===== src/rtl/fbrg_pkg.sv =====
package fbrg_pkg;

    typedef enum logic [1:0] {
        RM_X16 = 2'b00,
        RM_X8  = 2'b01,
        RM_X4  = 2'b10,
        RM_RSV = 2'b11
    } rate_mode_e;

    localparam int OSR_MAX = 16;
    localparam int OS_W    = $clog2(OSR_MAX);

    typedef struct packed {
        logic sample;
        logic bit_end;
    } tick_pair_t;

    function automatic logic [OS_W:0] osr_of(input rate_mode_e m);
        case (m)
            RM_X8:   return (OS_W+1)'(8);
            RM_X4:   return (OS_W+1)'(4);
            default: return (OS_W+1)'(16);
        endcase
    endfunction

endpackage


===== src/rtl/fbrg_phase.sv =====
module fbrg_phase
    import fbrg_pkg::*;
#(
    parameter int DIV_W  = 16,
    parameter int FRAC_W = 4,
    localparam int CNT_W = DIV_W + 1
) (
    input  logic              clk,
    input  logic              rst,
    input  logic              run,
    input  logic [DIV_W-1:0]  div_int,
    input  logic [FRAC_W-1:0] div_frac,
    output logic              tick,
    output logic [CNT_W-1:0]  cnt
);
    logic [FRAC_W-1:0] acc;
    logic [FRAC_W:0]   acc_sum;
    logic              stretch;
    logic [CNT_W-1:0]  lim;
    logic              hit;

    always_comb begin
        acc_sum = {1'b0, acc} + {1'b0, div_frac};
        stretch = acc_sum[FRAC_W];
        lim     = CNT_W'(div_int) + CNT_W'(stretch) - CNT_W'(1);
        hit     = (cnt == lim);
        tick    = run & hit;
    end

    always_ff @(posedge clk) begin
        if (rst || !run) begin
            cnt <= '0;
            acc <= '0;
        end else if (hit) begin
            cnt <= '0;
            acc <= acc_sum[FRAC_W-1:0];
        end else begin
            cnt <= cnt + CNT_W'(1);
        end
    end
endmodule


===== src/rtl/fbrg_oscnt.sv =====
module fbrg_oscnt
    import fbrg_pkg::*;
(
    input  logic       clk,
    input  logic       rst,
    input  logic       run,
    input  logic       sample_tick,
    input  rate_mode_e mode,
    output logic       bit_tick
);
    logic [OS_W-1:0] os;
    logic [OS_W:0]   osr;
    logic [OS_W-1:0] last;

    always_comb begin
        osr      = osr_of(mode);
        last     = OS_W'(osr - (OS_W+1)'(1));
        bit_tick = sample_tick & (os == last);
    end

    always_ff @(posedge clk) begin
        if (rst || !run) begin
            os <= '0;
        end else if (sample_tick) begin
            os <= (os == last) ? '0 : os + OS_W'(1);
        end
    end
endmodule


===== src/rtl/fbrg_obs.sv =====
module fbrg_obs #(
    parameter int DIV_W  = 16,
    localparam int CNT_W = DIV_W + 1
) (
    input  logic             clk,
    input  logic             rst,
    input  logic             run,
    input  logic             obs_en,
    input  logic [DIV_W-1:0] div_int,
    input  logic [CNT_W-1:0] cnt,
    output logic             obs_clk
);
    logic [CNT_W-1:0] hi_len;

    always_comb begin
        hi_len = CNT_W'(div_int >> 1);
        if (hi_len == '0) hi_len = CNT_W'(1);
    end

    always_ff @(posedge clk) begin
        if (rst) obs_clk <= 1'b0;
        else     obs_clk <= run & obs_en & (cnt < hi_len);
    end
endmodule


===== src/rtl/frac_baud_gen.sv =====
module frac_baud_gen
    import fbrg_pkg::*;
#(
    parameter int DIV_W   = 16,
    parameter int FRAC_W  = 4,
    parameter bit HAS_OBS = 1'b1
) (
    input  logic              clk,
    input  logic              rst,
    input  logic              clk_dis,
    input  logic [DIV_W-1:0]  div_int,
    input  logic [FRAC_W-1:0] div_frac,
    input  logic [1:0]        rate_mode,
    input  logic              obs_en,
    output logic              sample_tick,
    output logic              bit_tick,
    output logic              obs_clk
);
    localparam int CNT_W = DIV_W + 1;

    logic             run;
    logic [CNT_W-1:0] cnt;
    tick_pair_t       ticks;
    rate_mode_e       mode;

    assign run  = ~rst & ~clk_dis;
    assign mode = rate_mode_e'(rate_mode);

    fbrg_phase #(.DIV_W(DIV_W), .FRAC_W(FRAC_W)) u_phase (
        .clk(clk), .rst(rst), .run(run),
        .div_int(div_int), .div_frac(div_frac),
        .tick(ticks.sample), .cnt(cnt)
    );

    fbrg_oscnt u_oscnt (
        .clk(clk), .rst(rst), .run(run),
        .sample_tick(ticks.sample), .mode(mode),
        .bit_tick(ticks.bit_end)
    );

    generate
        if (HAS_OBS) begin : g_obs
            fbrg_obs #(.DIV_W(DIV_W)) u_obs (
                .clk(clk), .rst(rst), .run(run), .obs_en(obs_en),
                .div_int(div_int), .cnt(cnt), .obs_clk(obs_clk)
            );
        end else begin : g_no_obs
            assign obs_clk = 1'b0;
        end
    endgenerate

    assign sample_tick = ticks.sample;
    assign bit_tick    = ticks.bit_end;
endmodule


===== config.mk =====
export PLATFORM = sky130hd
export DESIGN_NAME = frac_baud_gen
export DESIGN_NICKNAME = d
export VERILOG_FILES = /design/src/rtl/fbrg_pkg.sv /design/src/rtl/fbrg_phase.sv /design/src/rtl/fbrg_oscnt.sv /design/src/rtl/fbrg_obs.sv /design/src/rtl/frac_baud_gen.sv
export SDC_FILE = /design/constraint.sdc
export NUM_CORES = 1
export LEC_CHECK = 0
export ABC_AREA = 1
export BUFFER_PORTS_ARGS = -buffer_cell sky130_fd_sc_hd__buf_2
export CORE_ASPECT_RATIO = 1.75
export CORE_MARGIN = 4
export CORE_UTILIZATION = 55
export DETAILED_ROUTE_END_ITERATION = 10
export HOLD_SLACK_MARGIN = 0.08
export PLACE_DENSITY = 0.88
export RECOVER_POWER = 50
export SYNTH_ARGS = -nofsm -noshare
export SYNTH_HDL_FRONTEND = slang
export SYNTH_SLANG_ARGS = --single-unit

===== constraint.sdc =====
create_clock -name clk -period 9.77 [get_ports clk]
set_clock_uncertainty 0.2 [all_clocks]
set_input_delay 0 -clock clk [delete_from_list [all_inputs] [get_ports clk]]
set_output_delay 0 -clock clk [all_outputs]
set_load 0.02 [all_outputs]

* After elaboration in Yosys (flattened, before gate mapping)
Cells that the tools add are included. Widths: inputs -> output; s select.
Word-level totals: register bits 26, input port bits 26, output and inout port bits 3, logic and storage cells 29
Operators by class: add/sub/neg operators 6, order comparisons 1, equality and inequality tests 4, mux-type cells 3, bitwise logic cells 7, reduce and logical (&&, ||, !) cells 4
Operators by type and width (number):
- $add 16x1->17 | 1
- $add 17x1->17 const B | 1
- $eq 17x17->1 | 1
- $logic_not 17->1 | 1
- $lt 17x17->1 | 1
- $sub 17x1->17 const B | 1
- $mux 15 | 1
- $pmux 4 s2 | 1
- $add 4x4->5 | 1
- $and 1x1->1 | 5
- $add 4x1->4 const B | 1
- $eq 4x4->1 | 1
- $mux 4 | 1
- $sub 4x1->4 const B | 1
- $eq 2x1->1 const B | 1
- $eq 2x2->1 const B | 1
- $not 1->1 | 2
- $reduce_or 2->1 | 1
- $logic_not 1->1 | 1
- $logic_or 1x1->1 | 1

* Longest topological paths before layout
Gate-level depths: netlist (run 1).
depth after elaboration 6, mapped depth 21, gate-level depth less buffers 21

* By module
From an unflattened synthesis (run 1), not the netlist that was laid out.
Unflattened totals: cell total of the unflattened synthesis 420, area total of the unflattened synthesis 2597.5 um^2
Modules (own cells, without submodules):
- fbrg_phase | times used 1, cells an instance 299, area an instance 1869.3 um^2, seq. area each 420.4 um^2
- fbrg_obs | times used 1, cells an instance 82, area an instance 476.7 um^2, seq. area each 20.0 um^2
- fbrg_oscnt | times used 1, cells an instance 38, area an instance 247.7 um^2, seq. area each 80.1 um^2
- frac_baud_gen | times used 1, cells an instance 1, area an instance 3.8 um^2, seq. area each 0.0 um^2

* Worst setup path after synthesis (run 1)
Ideal clock, no wire load.
kind reg-to-output, start register u_phase.acc[0], end output bit_tick, arrival 2976 ps, required time 9570 ps, setup slack 6594 ps, cell stages (with the launch flop) 21, path buffers 0, cells stage by stage dfxtp_1 > ha_1 > inv_1 > fa_1 > o21ai_0 > a21oi_1 > ha_1 > ha_1 > inv_1 > nand2_1 > nand3_1 > nand2_1 > nor2_1 > nand3_1 > nor2_1 > nand2_1 > nor2_2 > nand2_4 > nor2_8 > inv_4 > nor3_2
Between the ends: longest elaborated chain between the ends 6
RTL lines:
- from (decl) | line fbrg_phase.sv:16 | logic [FRAC_W-1:0] acc;
- from (signal assigned) | line fbrg_phase.sv:36 | acc <= acc_sum[FRAC_W-1:0];
- $add 4x4->5 | line fbrg_phase.sv:23 | acc_sum = {1'b0, acc} + {1'b0, div_frac};
- $add 16x1->17 | line fbrg_phase.sv:25 | lim = CNT_W'(div_int) + CNT_W'(stretch) - CNT_W'(1);
- $sub 17x1->17 | line fbrg_phase.sv:25
- $eq 17x17->1 | line fbrg_phase.sv:26 | hit = (cnt == lim);
- $and 1x1->1 | line fbrg_phase.sv:27 | tick = run & hit;
- named net sample_tick | line frac_baud_gen.sv:15 | output logic sample_tick,
- $and 1x1->1 | line fbrg_oscnt.sv:18 | bit_tick = sample_tick & (os == last);
- to (decl) | line frac_baud_gen.sv:16 | output logic bit_tick,
The timed path passes the listed nets, and every way through them passes these cells.

* Worst setup path after layout (run 1)
start input div_frac[0], end output bit_tick
Between the ends: longest elaborated chain between the ends 6
RTL lines:
- from (decl) | line frac_baud_gen.sv:12 | input logic [FRAC_W-1:0] div_frac,
- $add 4x4->5 | line fbrg_phase.sv:23
- $add 16x1->17 | line fbrg_phase.sv:25
- $sub 17x1->17 | line fbrg_phase.sv:25
- $eq 17x17->1 | line fbrg_phase.sv:26
- $and 1x1->1 | line fbrg_phase.sv:27
- $and 1x1->1 | line fbrg_oscnt.sv:18
Every way passes these cells.

==> reports/metrics.yaml, run 1 <==
clock_network:
  cts_resized: 0
  numClockSinks: 26
  numCtsBuffers: 3
  cts_tree: "yes"
  clkLatencyLatePin_ps: 270
  clk_path_buf_depth: 2
  root_buffer: "clkbuf_8"
  htreeDepth: 1
  clkSlewWorstSetupHoldPaths_ps: 90
setup_path:
  critPathCaptureType: "output pin"
  r2r-end: "u_phase.acc[0]"
  critPathRequiredTime_ps: 9570
  reg2reg_depth: 21
  crit_arrival_ps: 4300
  crit_fanout: 7
  setup.worst_path.start_class: "input pin"
  critical_path_class: "in2out"
  reg2reg_slack_ps: 5530
  rr_startpoint: "u_phase.acc[0]"
global_routing:
  grt_max_degree: 20
  grtUsageTotal: 0.240
  grt_pass1_wl_um: 11300
  grt_antenna_before_repair: 0
  grt_pass1_vias: 2726
  gr-total-overflow: 0
routing:
  antenna_left: 0
  totalWireLength_um: 6590
  drtIter0Drc: 157
  routed_via_density: 5.45
  dr.pass1.iters: 4
  route.detailed.drc: 0
  vias: 2705
  wl_per_cell_um: 13.3
timing:
  rsz0062_at_grt: "false"
  hold_slack_ps: 162
  max_freq_mhz: 222
  finalCritPeriodShare: 0.460
  maxSlewHeadroom: 0.509
  period_needed_ps: 4500
  final.setup.tns_ps: 0
  finalMaxSlewViolations: 0
  setup_viol: 0
  final_hold_viol_count: 0
  worst_pin_slew_ps: 734
yosys:
  synth_top_cell_area_share: 0.204
  synth_top_cell_by_area: "dfxtp_1"
  synth.top_cells.by_count: "nand2_1 (102), inv_1 (64), nor2_1 (52)"
  yosysMostFrequentCell: "nand2_1"
  synth.avg_cell_area_sq_um: 6.34
  syn_area_sq_um: 2560
  ys_seq_elements: 26
  synth_area_leaders: "dfxtp_1 (20%), nand2_1 (15%), ha_1 (11%)"
  netlist_instances: 403
  synth_ff_type: "dfxtp_1"
  syn_nets: 453
  yosys.cell_types.count: 34
  yosys_warnings: 0
  yosysSeqAreaShare: 0.204
  synth_edf_count: 0
  async_reset_ff_frac: 0
final_layout:
  stdcell_count: 496
  seq_area_sq_um: 520
  fin_area_sq_um: 2890
  antenna_cells: 0
  multi_input_area_sq_um: 1740
  final_core_util: 0.650
  fillers: 412
  area_growth_pct: 13.0
  drive_gt1_frac: 0.128
  nNetsFinal: 496
die:
  initial_core_util: 0.575
  io-pin-count: 29
  die_x_um: 59.5
  rows: 32
  core_sq_um: 4440
  die_y_um: 98.2
  dieArea_sq_um: 5850
status:
  status: "finished clean"
placed_design:
  place_area_sq_um: 2750
  dp_hpwl_um: 5240
  place_congestion: 0.995
  port_buffers: 28
  dp_cells: 480
job:
  drv_cap: 0
pwr:
  ir_worst_vdd_mv: 0.108
  leakagePower_nw: 1.44
  pwr_density_cell_nw_per_um2: 77.4
hold_path:
  holdPathStages: 6
  hp-class: "in2reg"
  hp-start: "rate_mode[1]"
  worstHoldEndpoint: "u_oscnt.os[0]"
## timing repair
| action | 4_1_cts | 5_1_grt |
|---|---|---|
| hold buffers | 12 | 0 |
| endpoints found under the hold margin | 26 | 0 |
| setup buffers | 0 | 0 |
## cell families after synthesis
| group | synth area share |
|---|---|
| simple gates | 0.430 |
| flops | 0.204 |
| buf+inv | 0.102 |
| compound gates | 0.0852 |
| xor+xnor | 0.0582 |
| fa+ha+maj | 0.120 |
## worst max path at each step
stage | from | endpoint | slack (ps) | cells after the start
after detailed placement | u_phase.acc[0] | bit_tick | 6400 | 21
after global routing | div_frac[0] | bit_tick | 4900 | 23
after floorplan | u_phase.acc[0] | bit_tick | 6590 | 20
after CTS | u_phase.acc[0] | u_oscnt.os[1] | 5930 | 21
after global placement | u_phase.acc[0] | bit_tick | 6500 | 21
final | div_frac[0] | bit_tick | 5270 | 23
## cell type report
| type | count | area share |
|---|---|---|
| Clock buffer | 4 | 0.0191 |
| Inverter | 65 | 0.0849 |
| Multi-Input combinational cell | 310 | 0.604 |
| Sequential cell | 26 | 0.180 |
| Tap cell | 51 | 0.0221 |
| Timing Repair Buffer | 40 | 0.0897 |
## per-layer routing
metal  share of wire  global-route usage
met5               0                   0
met4           0.061               0.157
met3           0.032              0.0185
met2            0.53               0.436
met1            0.37               0.249
## critical path, cell delays in order
cell	delay, ps
dlygate4sd3_1	530
buf_2	110
ha_1	170
inv_1	60
fa_1	390
o21ai_0	200
a21oi_1	100
ha_1	270
ha_1	310
inv_1	110
nand2_1	50
nand3_1	80
nand2_1	60
nor2_1	150
nand3_1	100
nor2_1	80
nand2_1	50
nor2_1	160
nand2_4	100
nor2_1	410
clkinvlp_2	430
nor3_2	180
buf_2	190
## per-stage QoR
step	setup slack [ps]	total power, W
after floorplan	6590	0.000138
final	5270	0.000223
after global placement	6500	0.000151
after global routing	4900	0.000234
after CTS	5930	0.000224
after detailed placement	6400	0.000153
## state kept, by name, indices dropped and copies added, names as in the netlist
| register | flops |
|---|---|
| u_oscnt.os | 4 |
| g_obs.u_obs.obs_clk | 1 |
| u_phase.acc | 4 |
| u_phase.cnt | 17 |
## power breakdown
group / switching [W] / internal, W / leakage (nW) / total, W
Combinational: 0.0000288 / 0.0000175 / 1.20 / 0.0000463
Sequential: 0.000000595 / 0.000106 / 0.210 / 0.000107
Clock: 0.0000340 / 0.0000361 / 0.0288 / 0.0000701
Total: 0.0000634 / 0.000160 / 1.44 / 0.000223
## cells in the final DEF, fill, tap and decap left out, types with 7 or more instances in the layout
master         synthesis  layout
xnor2_1                7       7
nor2_1                52      54
ha_1                  23      23
buf_2                  0      27
xor2_1                10      10
o21ai_0                8       8
nand2_1              102     103
nor2_2                 8       7
dlygate4sd3_1          0      12
inv_1                 64      64
nand4_1               10      10
nor3_1                 7       7
nand3_1               38      38
a21oi_1               10      11
dfxtp_1               26      26
(Power assumes the default switching activity.)
==> run 2: changes to the inputs <==
ABC_AREA = 0   (was 1)
clock period = 4.3 ns   (was 9.77 ns; I/O delays follow)
==> run 2 against run 1 <==
  * Die area fell by 7.2%
  * Critical path depth fell by 5
  * Register-to-register slack got worse by 5100 ps
  * Flip-flop and latch count did not move
  * Non-clock buffer count rose by 4
  * Clock power rose by 97%
  * Clock-buffer cell count fell by 1
  * Sequential power rose by 130%
  * Combinational power rose by 100%
==> reports/metrics.yaml, run 2 <==
placed_design:
  place_area_sq_um: 2540  # was 2750 sq um
  place_congestion: 0.921  # was 0.995
  dp_hpwl_um: 4330  # was 5240 um
  port_buffers: 28  # unchanged
yosys:
  synth_top_cell_area_share: 0.221  # was 0.204
  synth.top_cells.by_count: "dfxtp_1 (26), inv_1 (25), xnor2_1 (24)"  # was nand2_1 (102), inv_1 (64), nor2_1 (52)
  synth_ff_type: "dfxtp_1"  # unchanged
  synth_area_leaders: "dfxtp_1 (22%), ha_1 (12%), xnor2_1 (8.9%)"  # was dfxtp_1 (20%), nand2_1 (15%), ha_1 (11%)
  netlist_instances: 282  # was 403
  synth.avg_cell_area_sq_um: 8.34  # was 6.34 sq um
  yosys_warnings: 0  # unchanged
  syn_nets: 332  # was 453
  synth_top_cell_by_area: "dfxtp_1"  # unchanged
  yosysSeqAreaShare: 0.221  # was 0.204
  yosysMostFrequentCell: "dfxtp_1"  # was nand2_1
  syn_area_sq_um: 2350  # was 2560 sq um
  synth_edf_count: 0  # unchanged
  ys_seq_elements: 26  # unchanged
  yosys.cell_types.count: 54  # was 34
  async_reset_ff_frac: 0  # unchanged
routing:
  wl_per_cell_um: 15.3  # was 13.3 um
  vias: 2221  # was 2,705
  routed_via_density: 5.97  # was 5.45
  antenna_left: 0  # unchanged
  dr.pass1.iters: 4  # unchanged
  route.detailed.drc: 0  # unchanged
  totalWireLength_um: 5690  # was 6590 um
  drtIter0Drc: 111  # was 157
setup_path:
  r2r-end: "u_oscnt.os[3]"  # was u_phase.acc[0]
  crit_arrival_ps: 3820  # was 4300 ps
  critical_path_class: "in2out"  # unchanged
  cpPeakStageDelay_ps: 530  # about the same
  crit_fanout: 8  # was 7
  reg2reg_depth: 14  # was 21
  endpoint: "sample_tick"  # was bit_tick
  crit_slowest_cell: "dlygate4sd3_1"  # unchanged
  reg2reg_slack_ps: 430  # was 5530 ps
  startpoint: "div_frac[0]"  # unchanged
  critPathRequiredTime_ps: 4100  # was 9570 ps
  critPathCaptureType: "output pin"  # unchanged
  rr_startpoint: "u_phase.acc[0]"  # unchanged
  path_cells: "dlygate4sd3_1, buf_2, ha_1, inv_1, fa_1, inv_1, a21o_1, a21oi_1, ha_1, ha_1, inv_1, nor4_1, xnor2_1, nor3_2, o211ai_4, nor3_4, and2_1, buf_2"  # was dlygate4sd3_1, buf_2, ha_1, inv_1, fa_1, o21ai_0, a21oi_1, ha_1, ha_1, inv_1, nand2_1, nand3_1, nand2_1, nor2_1, nand3_1, nor2_1, nand2_1, nor2_1, nand2_4, nor2_1, clkinvlp_2, nor3_2, buf_2
  setup.worst_path.start_class: "input pin"  # unchanged
final_layout:
  drive_gt1_frac: 0.170  # was 0.128
  reg_top3: "u_phase.cnt: 17 flops, u_oscnt.os: 4 flops, u_phase.acc: 4 flops"  # unchanged
  largest_reg_flops: 17  # unchanged
  final_cell_mix: "buf_2 (27), dfxtp_1 (26), inv_1 (25)"  # was nand2_1 (103), inv_1 (64), nor2_1 (54)
  antenna_cells: 0  # unchanged
  fin_area_sq_um: 2690  # was 2890 sq um
  area_growth_pct: 14.5  # was 13.0%
  regMostFlops: "u_phase.cnt"  # unchanged
  nNetsFinal: 375  # was 496
  final_common_cell: "buf_2"  # was nand2_1
hold_path:
  hp-class: "in2reg"  # unchanged
global_routing:
  gr-total-overflow: 0  # unchanged
  grt_use_met2: 0.418  # was 0.436
  grt_pass1_vias: 2210  # was 2,726
  use_met3: 0.0205  # was 0.0185
  grtUsageTotal: 0.211  # was 0.240
  met1_usage: 0.209  # was 0.249
  top_usage_layer: "met2"  # unchanged
  grt_pass1_wl_um: 9280  # was 11,300 um
  grt_antenna_before_repair: 0  # unchanged
  grt_max_degree: 19  # was 20
die:
  rows: 31  # was 32
  die_x_um: 57.4  # was 59.5 um
  core_sq_um: 4150  # was 4440 sq um
  dieArea_sq_um: 5430  # was 5850 sq um
  io-pin-count: 29  # unchanged
  initial_core_util: 0.566  # was 0.575
  die_y_um: 94.5  # was 98.2 um
clock_network:
  numCtsBuffers: 3  # unchanged
  clkLatencyLatePin_ps: 270  # about the same
  clk_path_buf_depth: 2  # unchanged
  cts_resized: 0  # unchanged
  clkSlewWorstSetupHoldPaths_ps: 90  # about the same
  numClockSinks: 26  # unchanged
  root_buffer: "clkbuf_8"  # unchanged
  htreeDepth: 1  # unchanged
  cts_tree: "yes"  # unchanged
pwr:
  ir_worst_vdd_mv: 0.191  # was 0.108 mV
  leakagePower_nw: 1.15  # was 1.44 nW
  pwr_density_cell_nw_per_um2: 177  # was 77.4 nW/um^2
timing:
  setup_viol: 0  # unchanged
  max_freq_mhz: 248
  maxSlewHeadroom: 0.430  # was 0.509
  finalCritPeriodShare: 0.936
  final_hold_viol_count: 0  # unchanged
  period_needed_ps: 4020
  final.setup.tns_ps: 0  # unchanged
  finalMaxSlewViolations: 0  # unchanged
  rsz0062_at_grt: "false"  # unchanged
  worst_pin_slew_ps: 841  # was 734 ps
status:
  status: "finished clean"  # unchanged
job:
  drv_cap: 0  # unchanged
## run 2: stage by stage
step / hold slack, ps / setup slack [ps] / power (W) / util / cells
finish: 215 / 276 / 0.000476 / 0.649 / 372
global route: 257 / 17.0 / 0.000494 / 0.649 / 372
CTS: 202 / 122 / 0.000479 / 0.648 / 369
detailed placement: 93.3 / 480 / 0.000336 / 0.611 / 355
global placement: 90.8 / 658 / 0.000333 / 0.611 / 355
floorplan: -20.7 / 719 / 0.000305 / - / 282
## run 2: routing by layer
layer  part of all wire  wire length (um)
met5                  0                 0
met1               0.37              2100
met4              0.035               199
met2               0.55              3160
met3              0.040               228
## run 2: worst min path at each step
stage	depth (start not counted)	end	slack, ps	startpoint
global placement	3	u_phase.acc[1]	90	rst
floorplan	2	u_phase.acc[1]	-20	rst
finish	7	u_phase.acc[3]	210	div_frac[1]
global route	6	u_phase.acc[2]	260	div_frac[1]
CTS	6	u_phase.acc[2]	200	div_frac[1]
detailed placement	3	u_phase.acc[1]	90	rst
## run 2: area by class of cell
type / instances / area [sq um]
Timing Repair Buffer: 44 / 287
Inverter: 25 / 93.8
Multi-Input combinational cell: 225 / 1690
Tap cell: 49 / 61.3
Fill cell: 339 / 1460
Sequential cell: 26 / 520
Clock buffer: 3 / 41.3
## run 2: where the power goes
part           switching [W]  leakage, nW  internal, W   total, W
logic              0.0000534        0.915    0.0000405  0.0000939
clock network      0.0000750       0.0216    0.0000629   0.000138
registers         0.00000216        0.210     0.000242   0.000244
total               0.000131         1.15     0.000345   0.000476
## run 2: kinds of logic (layout without fill, tap and decap cells)
family / count (synthesis) / in the layout / synth area share
AO/OA/AOI/OAI: 38 / 38 / 0.133
adder cells (fa/ha/maj): 24 / 24 / 0.131
flip-flops: 26 / 26 / 0.221
XOR/XNOR: 39 / 39 / 0.145
buffers and inverters: 31 / 72 / 0.0532
multiplexers: 6 / 6 / 0.0255
AND/OR/NAND/NOR: 118 / 118 / 0.291
## run 2: critical path, delay by kind of cell
kind / cells / cell delay, ps
buffers and inverters: 6 / 1110
AO/OA/AOI/OAI: 3 / 430
adder cells (fa/ha/maj): 4 / 990
AND/OR/NAND/NOR: 4 / 1110
XOR/XNOR: 1 / 160
## run 2: what timing repair did
action,4_1_cts,5_1_grt
endpoints found under the setup margin,0,2
hold buffers,11,0
endpoints found under the hold margin,8,0
buffers inserted,0,3
